==> src/rtl/irq_combiner.sv <==
module irq_combiner #(
  parameter int CLK_HZ = 100_000_000,
  parameter int GAP_US = 50,
  parameter int NSRC   = 6,
  parameter int MASK_W = 8
) (
  input  logic              clk,
  input  logic              rst_n,
  input  logic [NSRC-1:0]   src_evt,
  input  logic [NSRC-1:0]   clr_w1c,
  input  logic [MASK_W-1:0] irq_mask,
  input  logic              pulse_mode,
  output logic              irq_n,
  output logic [NSRC-1:0]   flags
);
  localparam int GAP_CYCLES = (CLK_HZ / 1_000_000) * GAP_US;
  localparam int CNT_W      = $clog2(GAP_CYCLES + 1);

  logic [CNT_W-1:0] gap_cnt;
  logic [NSRC-1:0]  en, flags_nxt, dropped;
  logic             active, act_nxt, gap_busy;
  wire              unused_mask = ^irq_mask[MASK_W-1:NSRC];

  assign en        = irq_mask[NSRC-1:0];
  assign flags_nxt = (flags & ~clr_w1c) | src_evt;
  assign dropped   = flags & en & clr_w1c & ~src_evt;
  assign act_nxt   = |(flags_nxt & en);
  assign active    = |(flags & en);
  assign gap_busy  = gap_cnt != '0;
  assign irq_n     = ~(active && !gap_busy);

  always_ff @(posedge clk) begin
    if (!rst_n) begin
      flags   <= '0;
      gap_cnt <= '0;
    end else begin
      flags <= flags_nxt;
      if (!act_nxt)
        gap_cnt <= '0;
      else if (pulse_mode && |dropped)
        gap_cnt <= CNT_W'(GAP_CYCLES);
      else if (gap_busy)
        gap_cnt <= gap_cnt - 1'b1;
    end
  end

  assert_evt_sets_R2: assert property (@(posedge clk) disable iff (!rst_n)
    |src_evt |=> ((flags & $past(src_evt)) == $past(src_evt)));

  assert_set_wins_R4: assert property (@(posedge clk) disable iff (!rst_n)
    |(src_evt & clr_w1c) |=> ((flags & $past(src_evt & clr_w1c)) == $past(src_evt & clr_w1c)));

  assert_sticky_R3: assert property (@(posedge clk) disable iff (!rst_n)
    1'b1 |=> (($past(flags & ~clr_w1c) & ~flags) == '0));

  assert_idle_high_R5: assert property (@(posedge clk) disable iff (!rst_n)
    !active |-> irq_n);

  assert_level_low_R6: assert property (@(posedge clk) disable iff (!rst_n)
    (!pulse_mode && active) |-> !irq_n);

  assert_gap_release_R7: assert property (@(posedge clk) disable iff (!rst_n)
    $rose(gap_busy) |-> irq_n);

  assert_gap_bound_R7: assert property (@(posedge clk) disable iff (!rst_n)
    gap_cnt <= CNT_W'(GAP_CYCLES));

  assert_no_gap_idle_R8: assert property (@(posedge clk) disable iff (!rst_n)
    !active |-> !gap_busy);
endmodule

==> config.mk <==
export PLATFORM = sky130hd
export DESIGN_NAME = irq_combiner
export DESIGN_NICKNAME = d
export VERILOG_FILES = /design/src/rtl/irq_combiner.sv
export SDC_FILE = /design/constraint.sdc
export NUM_CORES = 1
export LEC_CHECK = 0
export ABC_CLOCK_PERIOD_IN_PS = 2000
export BUFFER_PORTS_ARGS = -buffer_cell sky130_fd_sc_hd__buf_2
export CORE_MARGIN = 2
export CORE_UTILIZATION = 28
export DETAILED_ROUTE_END_ITERATION = 10
export MAX_ROUTING_LAYER = met4
export PLACE_DENSITY = 0.58
export RECOVER_POWER = 50
export REMOVE_ABC_BUFFERS = 1
export SYNTH_ARGS = -nofsm -noshare
export SYNTH_HDL_FRONTEND = slang
export SYNTH_SLANG_ARGS = --single-unit
==> constraint.sdc <==
create_clock -name clk -period 2 [get_ports clk]
set_input_delay 0.5 -clock clk [delete_from_list [all_inputs] [get_ports clk]]
set_output_delay 0.5 -clock clk [all_outputs]
set_load 0.05 [all_outputs]
==> impl_metrics.toml, run 1 <==
[clock_tree]
clk_pin_slew_ns = 0.12
cts_tree = "built"
clk_latency_ns = 0.31
cts_buffers = 3
cts_root_buf = "clkbuf_4"
cts_sinks = 19
cts.path.max_buffers = 2
htree_levels = 1

[worst_setup_path]
crit_cells = 7
cp_cell_sequence = "inv_2, ha_4, or4b_4, nor3_4, nand3_2, a31o_4, buf_8"
crit_slowest_cell = "or4b_4"
path_buf_inv = 2
ff2ff_setup_slack_ns = 0.16
worstRegToRegCells = 9
start_kind = "register"
crit_type = "register to output port"
end_kind = "output port"
max_stage_delay_ns = 0.48
worstPathRequired_ns = 1.50
worstPathMaxFanout = 2
crit_end = "irq_n"
r2r-end = "gap_cnt[2]"
reg2reg_from = "gap_cnt[1]"
cp.arrival_ns = 1.95
cp-startpoint = "gap_cnt[1]"
cp_top_family = "simple AND/OR/NAND/NOR gates"

[die]
core_area_um2 = 3390
die_h_um = 63.9
initial_utilization_pct = 29.7
die_w_um = 63.9
io_pins = 30
num_rows = 21
die_area_um2 = 4090

[placement]
dp_hpwl_um = 1970
globalplace.congestion = 0.719
numPlacedInstances = 200
place_area_um2 = 1290
portBuffers = 27
place_ws_ns = -0.204

[global_routing]
grt.total_usage_pct = 14.2
grt_max_degree = 11
grt_pass1_wl_um = 4460
grt-ovfl-total = 0
grt_pass1_vias = 1060
antenna_found_initial = 0

[yosys]
synth_top_area_cell = "dfxtp_1"
async_flop_share_pct = 0
synth_edf_count = 0
synth_top_area_share_pct = 37.8
yosys-top-cells-area = "dfxtp_1 38%, nand4b_1 5.2%, a21oi_1 5.0%"
netlist_area_um2 = 1010
ys_ff_latch = 19
synth.distinct_cells = 32
seq_area_frac_synth_pct = 37.8
yosys_warnings = 0
synth_flop_cell = "dfxtp_1"
netlist_instances = 114
synth_common_cells = "19 x dfxtp_1, 10 x a21oi_1, 10 x o21ai_0, 9 x nand2_1, 8 x nor2b_1"
synth_area_per_cell_um2 = 8.82
yosysMostFrequentCell = "dfxtp_1"

[sta]
hold_viol = 0
holdWs_ns = 0.412
final-setup-viol-count = 1
fmax_mhz = 409
period_share_pct = 122
relSlewSlack_pct = 60.5
tightest_slew_ns = 0.595
rsz0062_at_grt = "true"
fin_crit_ns = 2.45
setup_ws_ns = -0.448
setup_tns_ns = -0.448
clock_skew_ns = 0.00371
maxSlewViolCount = 0

[cells_and_area]
fin_area_um2 = 1370
areaGrowthSynthToFinish_pct = 35.8
final_cells = 206
layout-drive-gt1-share_pct = 32.5
fin_nets = 186
diodes = 0

[outcome]
violations = "negative setup slack"
status = "finished, violations left"

[detailed_routing]
firstDrtPassIters = 5
routed_wl_um = 2550
wl_per_cell_um = 12.4
drtAntennaViolNets = 0
vias = 1042
drc_errors = 0
viasPerCell = 5.06
drtIter0Drc = 13

[power]
p_leak_nw = 0.558
ir_drop_mv = 0.615
p_per_area_nw_per_um2 = 1470

[flow_run]
max-cap-violations = 0

[worst_hold_path]
hp-class = "input pin to register"
## metal layers
layer  GRT usage [%]  vias up  wire (um)
met3            1.76        4        108
met4            7.88        0         55
met2            25.1       30       1300
met1            15.4      486       1080
li1                -      522          -
met5               -        -          0
## power by group
part	internal (mW)	leakage, nW	switching [mW]	total (mW)
Clock	0.0779	0.0150	0.130	0.207
Sequential	0.490	0.158	0.124	0.614
Combinational	0.609	0.386	0.585	1.19
Total	1.18	0.558	0.838	2.02
## worst min path at each step
stage | startpoint | endpoint | slack (ns) | cells after the start
2_1_floorplan | gap_cnt[11] | gap_cnt[11] | 0.47 | 2
3_3_place_gp | gap_cnt[11] | gap_cnt[11] | 0.48 | 2
3_5_place_dp | gap_cnt[3] | gap_cnt[3] | 0.52 | 2
4_1_cts | src_evt[3] | flags[3] | 0.41 | 2
5_1_grt | src_evt[3] | flags[3] | 0.41 | 2
6_report | src_evt[3] | flags[3] | 0.41 | 2
## sequential cells by signal (all words and copies together), names as in the netlist
| name | flops |
|---|---|
| gap_cnt | 13 |
| flags | 6 |
## per-stage QoR
| step | total power, mW | util, % |
|---|---|---|
| after floorplan | 1.30 | - |
| after global placement | 1.66 | 38.2 |
| after detailed placement | 1.69 | 38.2 |
| after CTS | 1.98 | 40.1 |
| after global routing | 2.19 | 40.3 |
| final | 2.02 | 40.3 |
## area by class of cell
class | instances | area (um2)
clock buffers | 4 | 26.3
fillers | 348 | 2020
inverters | 3 | 11.3
multi-input cells | 91 | 631
flip-flops and latches | 19 | 383
well taps | 46 | 57.6
repair buffers | 43 | 258
## cells by family (layout without fill, tap and decap cells)
| family | count (synthesis) | after routing | share of synthesized area (%) |
|---|---|---|---|
| AND/OR/NAND/NOR | 46 | 46 | 30.3 |
| adder cells (fa/ha/maj) | 2 | 2 | 2.49 |
| flip-flops | 19 | 19 | 37.8 |
| AO/OA/AOI/OAI | 40 | 40 | 24.5 |
| buffers and inverters | 4 | 50 | 2.11 |
| XOR/XNOR | 2 | 2 | 1.74 |
| multiplexers | 1 | 1 | 0.995 |
## placed cells by master, fill, tap and decap left out, types with 2 or more instances in the layout
master,instances
nand4b_1,6
inv_2,2
a22oi_1,3
dfxtp_2,2
o31ai_1,4
o21ai_0,10
buf_4,16
o21a_1,6
nor2_1,6
nor3_1,3
a31oi_1,4
nand3_2,2
nand2_1,9
buf_2,20
nand4_1,2
dfxtp_1,17
or4_1,2
clkbuf_1,7
nor2b_1,8
clkbuf_4,3
a21oi_1,10
## what timing repair did
action	in CTS	in global routing
pin swaps	2	1
hold buffers	0	0
gates resized for setup	11	0
endpoints found under the setup margin	1	1
endpoints found under the hold margin	0	0
setup buffers	0	2
Note: power is estimated with default switching activity, not from simulation.
==> inputs of run 2 (changes only) <==
--- a/config.mk
+++ b/config.mk
@@ -11,7 +11,7 @@
 export CORE_UTILIZATION = 28
 export DETAILED_ROUTE_END_ITERATION = 10
 export MAX_ROUTING_LAYER = met4
-export PLACE_DENSITY = 0.58
+export PLACE_DENSITY_LB_ADDON = 0.12
 export RECOVER_POWER = 50
 export REMOVE_ABC_BUFFERS = 1
 export SYNTH_ARGS = -nofsm -noshare
==> impl_metrics.toml, run 2 (synthesis results as in run 1) <==
[outcome]
status = "finished, violations left"
violations = "negative setup slack"

[sta]
period_share_pct = 123
rsz0062_at_grt = "true"
hold_viol = 0
setup_ws_ns = -0.466
relSlewSlack_pct = 60.3
maxSlewViolCount = 0
fin_crit_ns = 2.47
fmax_mhz = 406
setup_tns_ns = -0.466
clock_skew_ns = 0.00499
final-setup-viol-count = 1
tightest_slew_ns = 0.599

[worst_setup_path]
worstPathRequired_ns = 1.50
start_kind = "register"
cp_cell_sequence = "inv_2, ha_4, or4b_4, nor3_4, nand3_2, a31o_4, buf_8"
worstPathMaxFanout = 2
crit_slowest_cell = "or4b_4"
max_stage_delay_ns = 0.47
cp.arrival_ns = 1.97
crit_type = "register to output port"
end_kind = "output port"

[global_routing]
antenna_found_initial = 0
grt.total_usage_pct = 14.2
grt_max_degree = 11
grt-ovfl-total = 0
grt_pass1_vias = 1016
grt_pass1_wl_um = 4420

[die]
die_h_um = 63.9
core_area_um2 = 3390
initial_utilization_pct = 29.7
io_pins = 30
num_rows = 21
die_w_um = 63.9
die_area_um2 = 4090

[placement]
numPlacedInstances = 201
place_ws_ns = -0.240
place_area_um2 = 1300
portBuffers = 27
dp_hpwl_um = 2010
globalplace.congestion = 0.848

[cells_and_area]
diodes = 0
areaGrowthSynthToFinish_pct = 37.3
top_register = "gap_cnt"
final_cells = 208
largest_registers = "gap_cnt: 13 flops, flags: 6 flops"
layout-drive-gt1-share_pct = 33.3
final_cell_mix = "20 x buf_2, 18 x buf_4, 17 x dfxtp_1"
layout_commonest_cell = "buf_2"
fin_area_um2 = 1380
largest_register_ffs = 13
fin_nets = 188

[detailed_routing]
routed_wl_um = 2560
drtAntennaViolNets = 0
routed.top_layer = "met4"
drt-met1-wl_um = 1180
wl_per_cell_um = 12.3
firstDrtPassIters = 4
dr_wl_met3_um = 81
drc_errors = 0
drtIter0Drc = 38
vias = 1023
viasPerCell = 4.92
wl_met2_um = 1250

[power]
ir_drop_mv = 0.420
power.total_mw = 2.04
p_leak_nw = 0.569
p_per_area_nw_per_um2 = 1480

[clock_tree]
clk_pin_slew_ns = 0.12
htree_levels = 1
cts.path.max_buffers = 2
cts_buffers = 3
cts_hold_buffers = 0
clk_latency_ns = 0.31
cts_root_buf = "clkbuf_4"
cts_sinks = 19
cts_tree = "built"

[worst_hold_path]
hp-class = "input pin to register"

[flow_run]
max-cap-violations = 0
-- run 2: where the power goes --
| part | switching (mW) | leakage [nW] | internal [mW] |
|---|---|---|---|
| Clock | 0.130 | 0.0150 | 0.0778 |
| Combinational | 0.589 | 0.396 | 0.637 |
| Sequential | 0.116 | 0.158 | 0.490 |
-- run 2: routing by layer --
metal,GRT usage (%),vias to the layer above
li1,-,526
met1,16.7,478
met2,24.1,15
met3,2.11,4
met4,5.71,0
met5,-,-
-- run 2: through the flow --
| step | hold WS (ns) | util [%] |
|---|---|---|
| after floorplan | 0.467 | - |
| after global placement | 0.504 | 38.4 |
| after detailed placement | 0.515 | 38.4 |
| after CTS | 0.411 | 40.8 |
| after global routing | 0.417 | 40.8 |
| final | 0.415 | 40.8 |
-- run 2: layout make-up --
class | instances | area [um2]
well taps | 46 | 57.6
repair buffers | 45 | 273
fillers | 343 | 2010
clock buffers | 4 | 26.3
flip-flops and latches | 19 | 383
inverters | 3 | 11.3
multi-input cells | 91 | 631
-- run 2: final timing paths --
check	startpoint	cells past startpoint	end	slack (ns)
worst max-delay path	gap_cnt[0]	7	irq_n	-0.47
worst min-delay path	src_evt[1]	2	flags[1]	0.41
worst max register to register	gap_cnt[0]	9	gap_cnt[2]	0.13
worst min register to register	gap_cnt[6]	2	gap_cnt[6]	0.53
-- run 2: repair_timing --
action                     4_1_cts  5_1_grt
setup endpoints to repair        1        2
setup buffers                    2        1
pin swaps                        2        2
resized for setup               11        0
-- run 2: critical path: cells and delay by family (launching register included) --
| kind | cells | cell delay [ns] |
|---|---|---|
| AOI/OAI and AO/OA | 1 | 0.23 |
| buffers and inverters | 2 | 0.21 |
| adders and majority gates | 1 | 0.13 |
| and+or+nand+nor | 3 | 0.74 |
| DFF | 1 | 0.34 |
